File: src/rtl/noe_pkg.sv
package noe_pkg;
  typedef enum logic [2:0] {
    HEAD_LOCAL = 3'd0,
    HEAD_N     = 3'd1,
    HEAD_E     = 3'd2,
    HEAD_S     = 3'd3,
    HEAD_W     = 3'd4
  } head_e;

  localparam int DIR_N = 0;
  localparam int DIR_E = 1;
  localparam int DIR_S = 2;
  localparam int DIR_W = 3;
  localparam int NDIR  = 4;
endpackage

File: src/rtl/noe_turn_filter.sv
module noe_turn_filter
  import noe_pkg::*;
#(
  parameter int MESH_X = 8,
  parameter int MESH_Y = 8,
  localparam int XW = $clog2(MESH_X),
  localparam int YW = $clog2(MESH_Y)
) (
  input  logic [XW-1:0]   cur_x_i,
  input  logic [YW-1:0]   cur_y_i,
  input  logic [2:0]      in_dir_i,
  output logic [NDIR-1:0] turn_ok_o
);
  logic odd_col;
  assign odd_col = cur_x_i[0];

  always_comb begin
    turn_ok_o = '1;
    // mesh boundary
    if (cur_y_i == YW'(MESH_Y-1)) turn_ok_o[DIR_N] = 1'b0;
    if (cur_y_i == '0)            turn_ok_o[DIR_S] = 1'b0;
    if (cur_x_i == XW'(MESH_X-1)) turn_ok_o[DIR_E] = 1'b0;
    if (cur_x_i == '0)            turn_ok_o[DIR_W] = 1'b0;
    case (head_e'(in_dir_i))
      HEAD_N: begin
        turn_ok_o[DIR_S] = 1'b0;
        if (odd_col) turn_ok_o[DIR_W] = 1'b0;
      end
      HEAD_S: begin
        turn_ok_o[DIR_N] = 1'b0;
        if (odd_col) turn_ok_o[DIR_W] = 1'b0;
      end
      HEAD_E: begin
        turn_ok_o[DIR_W] = 1'b0;
        if (!odd_col) begin
          turn_ok_o[DIR_N] = 1'b0;
          turn_ok_o[DIR_S] = 1'b0;
        end
      end
      HEAD_W:  turn_ok_o[DIR_E] = 1'b0;
      default: ;
    endcase
  end
endmodule

File: src/rtl/noe_dest_filter.sv
module noe_dest_filter
  import noe_pkg::*;
#(
  parameter int MESH_X = 8,
  parameter int MESH_Y = 8,
  localparam int XW = $clog2(MESH_X),
  localparam int YW = $clog2(MESH_Y)
) (
  input  logic [XW-1:0]   cur_x_i,
  input  logic [YW-1:0]   cur_y_i,
  input  logic [XW-1:0]   dst_x_i,
  input  logic [YW-1:0]   dst_y_i,
  input  logic [XW-1:0]   src_x_i,
  output logic [NDIR-1:0] dest_ok_o
);
  logic go_w, go_e, go_n, go_s, odd_col, col0, next_even;

  assign go_w      = dst_x_i < cur_x_i;
  assign go_e      = dst_x_i > cur_x_i;
  assign go_n      = dst_y_i > cur_y_i;
  assign go_s      = dst_y_i < cur_y_i;
  assign odd_col   = cur_x_i[0];
  assign col0      = cur_x_i == '0;
  assign next_even = !dst_x_i[0] && ({1'b0, cur_x_i} + 1'b1 == {1'b0, dst_x_i});

  always_comb begin
    dest_ok_o = '1;
    if (go_w) begin
      dest_ok_o[DIR_E] = 1'b0;
      if (odd_col && cur_x_i != src_x_i) begin
        dest_ok_o[DIR_N] = 1'b0;
        dest_ok_o[DIR_S] = 1'b0;
      end
    end else if (!go_e) begin
      if (go_n) begin
        dest_ok_o[DIR_E] = 1'b0;
        if (odd_col || col0) dest_ok_o[DIR_S] = 1'b0;
      end
      if (go_s) begin
        dest_ok_o[DIR_E] = 1'b0;
        if (odd_col || col0) dest_ok_o[DIR_N] = 1'b0;
      end
    end else if (next_even) begin
      // vertical travel must finish before the even destination column
      if (go_n) begin
        dest_ok_o[DIR_E] = 1'b0;
        dest_ok_o[DIR_S] = 1'b0;
      end else if (go_s) begin
        dest_ok_o[DIR_E] = 1'b0;
        dest_ok_o[DIR_N] = 1'b0;
      end else begin
        dest_ok_o[DIR_N] = 1'b0;
        dest_ok_o[DIR_S] = 1'b0;
      end
    end
  end
endmodule

File: src/rtl/noe_class_split.sv
module noe_class_split
  import noe_pkg::*;
#(
  parameter int MESH_X = 8,
  parameter int MESH_Y = 8,
  localparam int XW = $clog2(MESH_X),
  localparam int YW = $clog2(MESH_Y)
) (
  input  logic [XW-1:0]   cur_x_i,
  input  logic [YW-1:0]   cur_y_i,
  input  logic [XW-1:0]   dst_x_i,
  input  logic [YW-1:0]   dst_y_i,
  input  logic [NDIR-1:0] legal_i,
  output logic            hit_o,
  output logic [NDIR-1:0] min_o,
  output logic [NDIR-1:0] side_o,
  output logic [NDIR-1:0] back_o
);
  logic [NDIR-1:0] toward, away, keep;

  assign hit_o = (cur_x_i == dst_x_i) && (cur_y_i == dst_y_i);

  always_comb begin
    toward        = '0;
    away          = '0;
    toward[DIR_N] = dst_y_i > cur_y_i;
    toward[DIR_S] = dst_y_i < cur_y_i;
    toward[DIR_E] = dst_x_i > cur_x_i;
    toward[DIR_W] = dst_x_i < cur_x_i;
    away[DIR_N]   = toward[DIR_S];
    away[DIR_S]   = toward[DIR_N];
    away[DIR_E]   = toward[DIR_W];
    away[DIR_W]   = toward[DIR_E];
  end

  assign keep   = hit_o ? '0 : legal_i;
  assign min_o  = keep & toward;
  assign back_o = keep & away;
  assign side_o = keep & ~(toward | away);
endmodule

File: src/rtl/noe_dir_filter.sv
module noe_dir_filter
  import noe_pkg::*;
#(
  parameter int MESH_X  = 8,
  parameter int MESH_Y  = 8,
  parameter bit REG_OUT = 1'b1
) (
  input  logic       clk_i,
  input  logic       rst_ni,
  input  logic [2:0] cur_x_i,
  input  logic [2:0] cur_y_i,
  input  logic [2:0] dst_x_i,
  input  logic [2:0] dst_y_i,
  input  logic [2:0] src_x_i,
  input  logic [2:0] in_dir_i,
  output logic       eject_o,
  output logic [3:0] min_mask_o,
  output logic [3:0] side_mask_o,
  output logic [3:0] back_mask_o
);
  logic [NDIR-1:0] turn_ok, dest_ok, min_c, side_c, back_c;
  logic            hit_c;

  noe_turn_filter #(.MESH_X(MESH_X), .MESH_Y(MESH_Y)) u_turn (
    .cur_x_i  (cur_x_i),
    .cur_y_i  (cur_y_i),
    .in_dir_i (in_dir_i),
    .turn_ok_o(turn_ok)
  );

  noe_dest_filter #(.MESH_X(MESH_X), .MESH_Y(MESH_Y)) u_dest (
    .cur_x_i  (cur_x_i),
    .cur_y_i  (cur_y_i),
    .dst_x_i  (dst_x_i),
    .dst_y_i  (dst_y_i),
    .src_x_i  (src_x_i),
    .dest_ok_o(dest_ok)
  );

  noe_class_split #(.MESH_X(MESH_X), .MESH_Y(MESH_Y)) u_split (
    .cur_x_i(cur_x_i),
    .cur_y_i(cur_y_i),
    .dst_x_i(dst_x_i),
    .dst_y_i(dst_y_i),
    .legal_i(turn_ok & dest_ok),
    .hit_o  (hit_c),
    .min_o  (min_c),
    .side_o (side_c),
    .back_o (back_c)
  );

  generate
    if (REG_OUT) begin : g_reg
      always_ff @(posedge clk_i or negedge rst_ni) begin
        if (!rst_ni) begin
          eject_o     <= 1'b0;
          min_mask_o  <= '0;
          side_mask_o <= '0;
          back_mask_o <= '0;
        end else begin
          eject_o     <= hit_c;
          min_mask_o  <= min_c;
          side_mask_o <= side_c;
          back_mask_o <= back_c;
        end
      end
    end else begin : g_comb
      assign eject_o     = hit_c;
      assign min_mask_o  = min_c;
      assign side_mask_o = side_c;
      assign back_mask_o = back_c;
    end
  endgenerate
endmodule

File: config.mk
export PLATFORM = sky130hd
export DESIGN_NAME = noe_dir_filter
export DESIGN_NICKNAME = d
export VERILOG_FILES = /design/src/rtl/noe_pkg.sv /design/src/rtl/noe_turn_filter.sv /design/src/rtl/noe_dest_filter.sv /design/src/rtl/noe_class_split.sv /design/src/rtl/noe_dir_filter.sv
export SDC_FILE = /design/constraint.sdc
export NUM_CORES = 1
export LEC_CHECK = 0
export BUFFER_PORTS_ARGS = -buffer_cell sky130_fd_sc_hd__buf_2
export CAP_MARGIN = 40
export CORE_MARGIN = 2
export CORE_UTILIZATION = 45
export CTS_BUF_LIST = sky130_fd_sc_hd__clkbuf_2
export CTS_CLUSTER_DIAMETER = 100
export DETAILED_ROUTE_END_ITERATION = 6
export PLACE_DENSITY = 0.75
export SYNTH_ARGS = -nofsm -noshare
export SYNTH_HDL_FRONTEND = slang
export SYNTH_SLANG_ARGS = --single-unit
File: constraint.sdc
create_clock -name clk_i -period 0.8 [get_ports clk_i]
set_clock_uncertainty 0.1 [all_clocks]
set_input_delay 0.08 -clock clk_i [delete_from_list [all_inputs] [get_ports clk_i]]
set_output_delay 0.08 -clock clk_i [all_outputs]
set_load 0.02 [all_outputs]
==> summary.txt <==
status -> finished with violations
failing checks -> negative setup slack
core region area -> 1710 um^2
RePlAce Congestion -> 0.722
pre-CTS WS -> -718 ps
total gr overflow -> 0
synth top area cells -> dfrtp_1, ha_1, xnor2_1
Mapped Area -> 805 um^2
TritonCTS Buffers -> 3
Synth Flop Type -> dfrtp_1
IO Pins -> 33
vias -> 817
Psw -> 623 uW
period utilization -> 1.53
PwrDens -> 1290 nW/um^2
DRT Wirelength -> 2250 um
combinational share of power -> 0.446
type of origin of the critical path -> input port
Placed Cells -> 155
Final Worst Setup Slack -> -424 ps
Yosys cell types -> 31
Switching Share -> 0.323
clk root buf -> clkbuf_2
Min-Delay Path Class -> in -> async
total power -> 1.93 mW
#FFs+latches synth -> 13
Final Hold Viols -> 0
most used cell along the critical path -> ha_4
# DRC -> 0
CTS tree -> built
Row Count -> 15
post-synth top area share -> 0.404
clock slew at reported path FFs -> 120 ps
commonest cells in the netlist -> dfrtp_1, ha_1, nor2_1
hpwl dp -> 1530 um
clock share of power -> 0.164
vias per cell -> 5.07
Iteration-0 DRC Markers -> 14
# Max-Cap Violations -> 0
Req. time, crit path -> 840 ps
met1 usage in global routing -> 0.233
first-pass GRT wire length -> 3530 um
Clock Path Buffers -> 2
clock sink total -> 13
Async SR Flop Fraction -> 1.00
routed len/inst -> 14.0 um
VDD IR-drop max -> 0.000687 V
initial antenna violation count -> 0
Largest stage delay, worst path -> 270 ps
Layout Cells excl Fill -> 161
RSZ-0062 raised after global routing -> true
share of power burned in registers -> 0.390
Gate Count Post-Synth -> 81
htree depth -> 1
met3 Use GR -> 0.0118
Pre-Repair DR Iteration Count -> 4
Chip Width -> 46.3 um
setup TNS -> -5150 ps
Most Crowded Layer GR -> met2
sequential area share after synthesis -> 0.404
leakage -> 0.694 nW
crit path time final -> 1220 ps
crit path kind -> in -> reg
CP max FO -> 3
antenna-violating nets left -> 0
Initial Util -> 0.471
Mean Syn Cell Area -> 9.93 um^2
Core Util, Final -> 0.874
cell taking the most area after synthesis -> dfrtp_1
final-report max-slew violation count -> 0
Total Die Area -> 2140 um^2
nets@finish -> 166
Antenna Cells -> 0
PortBufs -> 32
Final setup violation count -> 24
CP Capture Type -> flop
Synth Warn # -> 0
vias in the first global route -> 870
Internal Power -> 1.30 mW
Post-synth EDFFs -> 0
worst-path cell chain -> buf_12 > ha_4 > ha_4 > xnor2_2 > nand4_1 > o21ai_1 > nor2_1
most numerous cell in the Yosys netlist -> dfrtp_1
Die Y -> 46.3 um
Crit. Startpoint -> cur_x_i[1]
fmax -> 817 MHz
GRT Util Overall -> 0.235
layout cell share with drive strength beyond 1 -> 0.588
pin count of the biggest net entering global routing -> 14
Layout area overhead -> 85.5%
CP arrival -> 1270 ps
CP max stage cell -> ha_4
GR Util met2 -> 0.472
-- cells by family after synthesis --
kind of cell               count (synthesis)  share of synthesized area
AOI/OAI and AO/OA                         11                      0.109
xor gates and xnor gates                   4                     0.0435
muxes                                      1                     0.0124
other                                      1                    0.00466
DFF                                       13                      0.404
adders and majority gates                  9                      0.140
buffers and inverters                      8                     0.0373
and+or+nand+nor                           34                      0.249
-- registers in the layout, indices dropped and copies added, names as in the netlist --
register     flops
back_mask_o      4
eject_o          1
min_mask_o       4
side_mask_o      4
-- power by group through the flow --
stage | combinational, mW | clock (mW) | sequential (mW)
after floorplan | 0.288 | 0 | 0.835
after global placement | 0.640 | 0 | 0.743
after detailed placement | 0.656 | 0 | 0.744
after CTS | 0.806 | 0.311 | 0.748
after global routing | 0.924 | 0.352 | 0.758
final | 0.859 | 0.316 | 0.752
-- what timing repair did --
item                                    CTS  global route
hold buffers                              1             0
gates resized for setup                  47             7
gates cloned                              0             0
pin swaps                                13             2
endpoints found under the setup margin   24            24
endpoints found under the hold margin    13             0
buffers inserted                          1             0
-- path summary, 6_finish.rpt --
check / to / depth (start not counted) / slack, ps
max in group asynchronous: back_mask_o[3] / 2 / 260
min in group clk_i: min_mask_o[1] / 4 / 130
worst max-delay path: side_mask_o[0] / 7 / -420
worst min-delay path: back_mask_o[0] / 2 / 120
-- cell usage in the layout, fill, tap and decap left out, types with 2 or more instances in the layout --
cell	n
xnor2_1	3
inv_4	3
conb_1	2
buf_4	17
nor3_1	2
nor3_2	2
inv_1	3
buf_6	18
nor2_1	9
o21ai_1	2
a21oi_1	2
dfrtp_1	13
clkbuf_2	4
buf_2	12
ha_4	8
nand2_1	2
nor3b_1	3
-- critical path: cells and delay by family --
family	cells	cell delay, ps
simple gates	2	260
buf+inv	1	120
compound gates	1	270
xor+xnor	1	110
fa+ha+maj	2	430
-- area by class of cell --
| class | count | area [um^2] |
|---|---|---|
| Clock buffer | 4 | 20.0 |
| Multi-Input combinational cell | 61 | 631 |
| Timing Repair Buffer | 50 | 435 |
| Inverter | 8 | 50.0 |
| Sequential cell | 13 | 325 |
| Tap cell | 25 | 31.3 |
| Fill cell | 73 | 215 |
-- metrics by stage --
stage	hold WS [ps]	instance area, um^2
after floorplan	-316	921
after global placement	-137	1230
after detailed placement	-136	1230
after CTS	120	1460
after global routing	127	1490
final	117	1490
-- routing by layer --
layer  vias up  share of wire
li1        393              -
met1       383           0.37
met2        35           0.58
met3         6          0.038
met4         0          0.019
met5         -              0
No activity file was read; power rests on OpenSTA's default activity.
